$ cat src/rtl/fpil_pkg.sv
package fpil_pkg;

    localparam int TW = 8;

    typedef enum logic [2:0] {
        CLS_ALU   = 3'd0,
        CLS_LOAD  = 3'd1,
        CLS_STORE = 3'd2,
        CLS_FADD  = 3'd3,
        CLS_FMUL  = 3'd4,
        CLS_FDIV  = 3'd5
    } op_cls_e;

    typedef struct packed {
        logic [TW-1:0] stages;   // execute stages
        logic [TW-1:0] fwd;      // cycles from issue until a consumer may issue
        logic [TW-1:0] wb_dist;  // cycles from issue until write-back
        logic          writes;   // books the write port
        logic          is_div;   // uses the unpipelined divider
    } op_timing_t;

    function automatic op_timing_t op_timing(
        input logic [2:0]  cls,
        input int unsigned n_int,
        input int unsigned n_add,
        input int unsigned n_mul,
        input int unsigned n_div
    );
        op_timing_t t;
        t.stages = TW'(n_int);
        t.writes = 1'b1;
        t.is_div = 1'b0;
        case (op_cls_e'(cls))
            CLS_FADD:  t.stages = TW'(n_add);
            CLS_FMUL:  t.stages = TW'(n_mul);
            CLS_FDIV:  begin t.stages = TW'(n_div); t.is_div = 1'b1; end
            CLS_STORE: t.writes = 1'b0;
            default:   ;
        endcase
        t.fwd     = (op_cls_e'(cls) == CLS_LOAD) ? t.stages + TW'(1) : t.stages;
        t.wb_dist = t.stages + TW'(2);
        return t;
    endfunction

endpackage

$ cat src/rtl/fpil_reg_track.sv
module fpil_reg_track #(
    parameter int NREG = 32,
    parameter int RW   = 5,
    parameter int TW   = 8
) (
    input  logic          clk,
    input  logic          rst,
    input  logic [RW-1:0] rd_a,
    input  logic [RW-1:0] rd_b,
    input  logic [RW-1:0] dst_q,
    input  logic          wr_en,
    input  logic [RW-1:0] wr_dst,
    input  logic [TW-1:0] wr_fwd,
    input  logic [TW-1:0] wr_mem,
    output logic          a_pend,
    output logic          b_pend,
    output logic          dst_waw
);
    logic [TW-1:0] raw_cnt [NREG];
    logic [TW-1:0] waw_cnt [NREG];

    always_ff @(posedge clk) begin
        if (rst) begin
            for (int r = 0; r < NREG; r++) begin
                raw_cnt[r] <= '0;
                waw_cnt[r] <= '0;
            end
        end else begin
            for (int r = 0; r < NREG; r++) begin
                if (wr_en && wr_dst == RW'(r)) begin
                    raw_cnt[r] <= wr_fwd - TW'(1);
                    waw_cnt[r] <= wr_mem;
                end else begin
                    if (raw_cnt[r] != '0) raw_cnt[r] <= raw_cnt[r] - TW'(1);
                    if (waw_cnt[r] != '0) waw_cnt[r] <= waw_cnt[r] - TW'(1);
                end
            end
        end
    end

    assign a_pend  = raw_cnt[rd_a] != '0;
    assign b_pend  = raw_cnt[rd_b] != '0;
    assign dst_waw = waw_cnt[dst_q] != '0;

endmodule

$ cat src/rtl/fpil_port_track.sv
module fpil_port_track #(
    parameter int WBW = 27,
    parameter int SW  = 5
) (
    input  logic          clk,
    input  logic          rst,
    input  logic          book_en,
    input  logic [SW-1:0] book_slot,
    output logic          slot_taken
);
    logic [WBW-1:0] resv;

    always_ff @(posedge clk) begin
        if (rst) begin
            resv <= '0;
        end else begin
            for (int k = 0; k < WBW; k++) begin
                resv[k] <= ((k + 1 < WBW) ? resv[(k + 1) % WBW] : 1'b0)
                         | (book_en && book_slot == SW'(k + 1));
            end
        end
    end

    assign slot_taken = resv[book_slot];

endmodule

$ cat src/rtl/fpil_div_track.sv
module fpil_div_track #(
    parameter int TW = 8
) (
    input  logic          clk,
    input  logic          rst,
    input  logic          start,
    input  logic [TW-1:0] span,
    output logic          busy
);
    logic [TW-1:0] cnt;

    always_ff @(posedge clk) begin
        if (rst)             cnt <= '0;
        else if (start)      cnt <= span - TW'(1);
        else if (cnt != '0)  cnt <= cnt - TW'(1);
    end

    assign busy = cnt != '0;

endmodule

$ cat src/rtl/fpil_issue_ctl.sv
module fpil_issue_ctl
    import fpil_pkg::*;
#(
    parameter int NREG  = 32,
    parameter int N_INT = 1,
    parameter int N_ADD = 4,
    parameter int N_MUL = 7,
    parameter int N_DIV = 24,
    localparam int RW   = $clog2(NREG)
) (
    input  logic          clk,
    input  logic          rst,
    input  logic          id_valid,
    input  logic [2:0]    id_cls,
    input  logic [RW-1:0] id_src_a,
    input  logic          id_src_a_use,
    input  logic [RW-1:0] id_src_b,
    input  logic          id_src_b_use,
    input  logic [RW-1:0] id_dst,
    output logic          issue,
    output logic          stall,
    output logic          src_a_ready,
    output logic          src_b_ready
);
    localparam int WBW = N_DIV + 3;
    localparam int SW  = $clog2(WBW + 1);

    op_timing_t tm;
    logic a_pend, b_pend, dst_waw, slot_taken, div_busy;
    logic struct_ok, data_ok;

    assign tm = op_timing(id_cls, N_INT, N_ADD, N_MUL, N_DIV);

    fpil_reg_track #(.NREG(NREG), .RW(RW), .TW(TW)) u_regs (
        .clk     (clk),
        .rst     (rst),
        .rd_a    (id_src_a),
        .rd_b    (id_src_b),
        .dst_q   (id_dst),
        .wr_en   (issue && tm.writes),
        .wr_dst  (id_dst),
        .wr_fwd  (tm.fwd),
        .wr_mem  (tm.stages),
        .a_pend  (a_pend),
        .b_pend  (b_pend),
        .dst_waw (dst_waw)
    );

    fpil_port_track #(.WBW(WBW), .SW(SW)) u_port (
        .clk        (clk),
        .rst        (rst),
        .book_en    (issue && tm.writes),
        .book_slot  (SW'(tm.wb_dist)),
        .slot_taken (slot_taken)
    );

    fpil_div_track #(.TW(TW)) u_div (
        .clk   (clk),
        .rst   (rst),
        .start (issue && tm.is_div),
        .span  (tm.wb_dist),
        .busy  (div_busy)
    );

    assign src_a_ready = !id_src_a_use || !a_pend;
    assign src_b_ready = !id_src_b_use || !b_pend;

    assign struct_ok = !(tm.is_div && div_busy) && !(tm.writes && slot_taken);
    assign data_ok   = src_a_ready && src_b_ready && !(tm.writes && dst_waw);

    assign issue = id_valid && struct_ok && data_ok;
    assign stall = id_valid && !issue;

endmodule

$ cat config.mk
export PLATFORM = sky130hd
export DESIGN_NAME = fpil_issue_ctl
export DESIGN_NICKNAME = d
export VERILOG_FILES = /design/src/rtl/fpil_pkg.sv /design/src/rtl/fpil_reg_track.sv /design/src/rtl/fpil_port_track.sv /design/src/rtl/fpil_div_track.sv /design/src/rtl/fpil_issue_ctl.sv
export SDC_FILE = /design/constraint.sdc
export NUM_CORES = 1
export LEC_CHECK = 0
export ABC_AREA = 1
export BUFFER_PORTS_ARGS = -buffer_cell sky130_fd_sc_hd__buf_2
export CELL_PAD_IN_SITES_DETAIL_PLACEMENT = 1
export CELL_PAD_IN_SITES_GLOBAL_PLACEMENT = 1
export CORE_MARGIN = 5
export CORE_UTILIZATION = 49
export DETAILED_ROUTE_END_ITERATION = 10
export PLACE_DENSITY_LB_ADDON = 0.1
export SLEW_MARGIN = 20
export SYNTH_ARGS = -nofsm -noshare
export SYNTH_HDL_FRONTEND = slang
export SYNTH_SLANG_ARGS = --single-unit
$ cat constraint.sdc
create_clock -name clk -period 3.45 [get_ports clk]
set_input_delay 0.1725 -clock clk [delete_from_list [all_inputs] [get_ports clk]]
set_output_delay 0.1725 -clock clk [all_outputs]
set_load 0.005 [all_outputs]
**Yosys cells after proc, flatten, opt, wreduce, memory -nomap -nowiden**

Memories as Yosys holds them, arrays and structs flattened.
Index checks and enable logic that the tools add are counted.

- Register bits after elaboration: 35
- Latch bits: 0
- RAM bits: 512
- ROM bits: 0
- Input port bits: 23
- Output and inout port bits: 4
- Word-level logic and storage cells: 931
- Memories kept: 2

- $add $sub $neg: 69
- Multipliers: 0
- Div/mod/pow operators: 0
- Magnitude comparators: 1
- Equal/unequal tests: 63
- Shifts and indexed selects: 0
- Muxes and demuxes: 490
- Bitwise logic cells: 154
- Reductions and logical operators: 150

Memories:

| memory | depth | width | rd ports | clocked after memory_dff | wr ports | RTL line | RTL |
|---|---|---|---|---|---|---|---|
| u_regs.raw_cnt | 32 | 8 | 34 | 0 | 32 | fpil_reg_track.sv:19 | `logic [TW-1:0] raw_cnt [NREG];` |
| u_regs.waw_cnt | 32 | 8 | 33 | 0 | 32 | fpil_reg_track.sv:20 | `logic [TW-1:0] waw_cnt [NREG];` |

Operators with widths:

| cell | count |
|---|---|
| 2-to-1 mux 8 bit | 131 |
| nonzero test 8 bit | 68 |
| subtractor 8 x 1 -> 8 bit (second input constant) | 67 |
| 2-to-1 mux 1 bit | 357 |
| OR 1 bit | 154 |
| == test 5 bit (second input constant) | 28 |
| == test 5 x 4 -> 1 bit (second input constant) | 16 |
| logical AND 1 bit | 70 |
| == test 5 x 3 -> 1 bit (second input constant) | 8 |
| == test 5 x 2 -> 1 bit (second input constant) | 4 |
| case mux 5 bit (3 select lines) | 1 |
| == test 5 x 1 -> 1 bit (second input constant) | 2 |
| adder 8 x 1 -> 8 bit (second input constant) | 1 |
| adder 8 x 2 -> 8 bit (second input constant) | 1 |
| logical NOT 1 bit | 8 |
| == test 3 x 2 -> 1 bit (second input constant) | 2 |
| == test 3 bit (second input constant) | 2 |
| less-than comparator 5 x 6 -> 1 bit (second input constant) | 1 |
| binary-select mux 1 bit (select 5 bit) | 1 |
| logical NOT 5 bit | 1 |
| == test 3 x 1 -> 1 bit (second input constant) | 1 |
| logical OR 1 bit | 2 |
| nonzero test 2 bit | 1 |

**Longest topological paths before layout**

- Depth after elaboration: 17
- Mapped depth: 27
- Depth with buffers taken out: 26

**Hierarchy**

A second synthesis with hierarchy kept.

- Cells, all modules: 4600
- Area, all modules: 36662.7 um^2

By module, submodules not included:

| module | instances | cells each | area each (um^2) | seq. area each (um^2) |
|---|---|---|---|---|
| fpil_reg_track | 1 | 4264 | 34571.9 | 15374.7 |
| fpil_port_track | 1 | 190 | 1248.7 | 540.5 |
| fpil_div_track | 1 | 96 | 560.5 | 160.2 |
| fpil_issue_ctl | 1 | 50 | 281.5 | 0.0 |

**Worst setup path after synthesis**

Ideal clock, no wire load.

- Kind: register to register
- Start: memory u_regs.raw_cnt[1][2]
- End: memory u_regs.raw_cnt[25][0], enable pin
- Setup time: 0.337 ns
- Arrival time: 2.528 ns
- Data required time: 3.113 ns
- Slack: 0.586 ns
- Stages on the path, launching flop included: 16
- Path buffers: 2
- Period minus slack after synthesis: 2.864 ns
- Cells stage by stage: edfxtp_1 -> nor2_1 -> nand3_1 -> o21ai_0 -> nand3_1 -> nand3_1 -> nand3_1 -> nand3_1 -> nand2_1 -> a21oi_2 -> buf_4 -> nand3_1 -> nor2_1 -> buf_4 -> a21oi_1 -> nand3_1

RTL lines:

| item | RTL line |
|---|---|
| start, declared | fpil_reg_track.sv:19 |

==> metrics.txt <==
layout cell share with drive strength beyond 1 11.4%; Critical Path End Type flop; YS warnings 0; Synth async-reset ratio 0%; Gate power share between 40% and 50%; clk_lat worst skew about 0.61 ns; Fillers 9186; Area growth, synth to finish 18.0%; Slew Limit Fails 0; Core Area around 74000 um^2; clock root buffer clkbuf_16; pin count of the biggest net entering global routing 74; Top FF cell, synth edfxtp_1; hpwl dp 91800 um; All-Layer GR Usage 30.4%; htree depth 3; Max VDD drop 0.000432 V; final wirelength 126000 um; clock power share 20.7%; post-synth top area share 42.1%; worst rel slew slack 49.7%; GRT Residual Overflow 0; Die X 283 um; vias in the first global route 35500; P per Cell Area 774 nW/um^2; final-report hold violation count 0; Data arrival, critical path around 3.7 ns; initial antenna violation count 4; Final min period 3.35 ns; Fin Hold WS 0.115 ns; final instance count without filler cells 6112; Worst Path Max Fanout 12; outcome finished clean; max incr delay on CP 0.43 ns; first-pass GRT wire length 196000 um; IO buf count 26; CTS tree yes; Sink Count 546; crit path max-delay cell type edfxtp_1; Area after DPL 40900 um^2; Synth Cell Area 36600 um^2; Internal Power roughly 20 mW; routed vias 34300; Die H 283 um; Crit path buffers/inverters 3; CP Cell Sequence inv_1 > nand2_1 > nand2_1 > o21ai_0 > nand2_1 > nand2_1 > nor2_1 > nand2_1 > nor2_1 > nand3_1 > nand3_1 > nand2_2 > a21oi_4 > buf_4 > nand4_1 > buf_4 > nand3_2 > nand2_1 > nand2_1 > nor2_1; post-route ant nets 0; dominant cell type by area after synthesis edfxtp_1; nets about 5200; Yosys cell types 44; required time of the critical path 3.82 ns; Fin Clk Skew ~0.023 ns; CP Launch Type flop; LEAKAGE 20.1 nW; fin crit share 97.2%; delay-heaviest family, CP simple AND/OR/NAND/NOR gates; switching share of total power 41.0%; Worst path most repeated cell nand2_1; vias per cell roughly 5.6; worst slew pin tran 0.755 ns; final RePlAce weighted congestion 0.897; unrepaired setup endpoints after global routing yes; fmax 298 MHz; # setup viols final 0; residual DRC count 0; cell area after layout about 43000 um^2; DIE AREA around 80000 um^2; Seq/Total Area, Yosys between 40% and 50%; number of synthesized flops with an enable pin 512; initial DRC count around 2500; sequential power share 34.9%; Clock Pin Slew Worst Setup and Hold Paths 0.06 ns; CTS max path bufs 3; Post-Syn Area per Cell 7.69 um^2; starting density of the core 49.3%; cts bufs inserted 67; count of state elements after synthesis 546; Row Count 100; Net Switching 13.7 mW; hold buffers post-CTS 0; cells after synthesis approximately 4800; Hold Crit Class in -> reg; First-pass DRT Iterations 5; Cells after DPL 5987; # Max-Cap Violations 0; Routed wire per std cell between 20 and 25 um; synth top area cells edfxtp_1 42%, nand2_1 11%, nor2_1 9.1%; syn nets slightly below 5000; # IOs 27; CP Class reg -> reg
==> what timing repair did <==
action,in CTS,in global routing
endpoints found under the setup margin,23,876
setup buffers,0,3
pin swaps,1,4
gates resized for setup,4,35
cloned,0,1
==> layout by cell type, fill, tap and decap left out, drive strengths merged, types with 130 or more instances in the layout <==
cell type  count
a21oi        140
buf          413
edfxtp       512
ha           130
inv          608
nand2       1115
nand3        268
nand4        290
nor2         892
o21ai        180
xor2         225
==> synth_stat cells (all sizes together), types with 2 or more instances <==
library cell	number
xnor2	91
nor3	32
a21oi	140
o21ai	180
o31ai	11
nand2	1115
or2	16
clkbuf	77
buf	68
or3	8
nand3	268
or4	6
o22ai	2
nand3b	9
nand4	290
ha	130
inv	604
and3	4
nor4	20
clkinv	8
dfxtp	34
a31oi	4
edfxtp	512
xor2	225
nor2	892
==> area by class of cell <==
type                       instances  area, um^2  area share [%]
multi-input combinational       3450       17700            41.0
sequential                       546       16100            37.2
timing repair buffer             414        3800            8.82
inverter                         612        2300            5.35
clock buffer                      86        1850            4.29
tap                              969        1210            2.81
clock inverter                    34         226           0.525
antenna                            1        2.50         0.00580
==> flip-flops by register name, summed over array words and instances, names as in the netlist <==
register,flops
u_port.resv,26
u_regs.waw_cnt,256
u_regs.raw_cnt,256
u_div.cnt,8
==> per-layer routing <==
metal / global-route usage, % / routed length [um] / share of wire [%]
met2: 53.3 / 61400 / 49
met1: 38.4 / 52100 / 41
met4: 10.1 / 4740 / 3.8
met5: 0 / 39 / 0.031
met3: 4.77 / 7930 / 6.3
==> worst register-to-register path, stage by stage (launching register included) <==
cell      delay (ns)
edfxtp_1        0.43
inv_1           0.08
nand2_1         0.13
nand2_1         0.10
o21ai_0         0.17
nand2_1         0.11
nand2_1         0.06
nor2_1          0.08
nand2_1         0.11
nor2_1          0.14
nand3_1         0.10
nand3_1         0.15
nand2_2         0.10
a21oi_4         0.19
buf_4           0.23
nand4_1         0.30
buf_4           0.27
nand3_2         0.16
nand2_1         0.08
nand2_1         0.08
nor2_1          0.05
==> final timing paths <==
check	slack, ns	endpoint	cells after the start	startpoint
worst max-delay path	0.1	u_regs.waw_cnt[19][2]	20	u_regs.waw_cnt[0][2]
worst min-delay path	0.12	u_port.resv[5]	5	id_cls[0]
worst max register to register	0.1	u_regs.waw_cnt[19][2]	20	u_regs.waw_cnt[0][2]
worst min register to register	0.40	u_port.resv[16]	2	u_port.resv[17]
==> cell families after synthesis <==
logic type,share of synthesized area (%)
compound gates,4.83
fa+ha+maj,4.45
flops,43.9
xor+xnor,7.57
other cells,0.0103
simple gates,31.1
buf+inv,8.08
==> power groups by stage <==
stage | sequential (mW) | clock, mW | combinational (mW)
final | 11.6 | 6.92 | 14.8
after global routing | 11.8 | 7.27 | 16.5
after CTS | 11.6 | 6.99 | 14.7
after detailed placement | 11.7 | 0 | 14.4
after global placement | 11.6 | 0 | 13.7
after floorplan | 11.2 | 0 | 9.84
==> metrics by stage <==
stage          total power, mW  setup WS [ns]  TNS (ns)  util (%)
3_3_place_gp              25.3         -0.119     -1.71      55.1
5_1_grt                   35.6        -0.0346     -1.13      58.1
2_1_floorplan             21.0          0.586         0         -
4_1_cts                   33.3        0.00403         0      57.9
6_report                  33.4         0.0953         0      58.1
3_5_place_dp              26.1         -0.171     -7.42      55.1
Power figures use the tool's default switching activity.
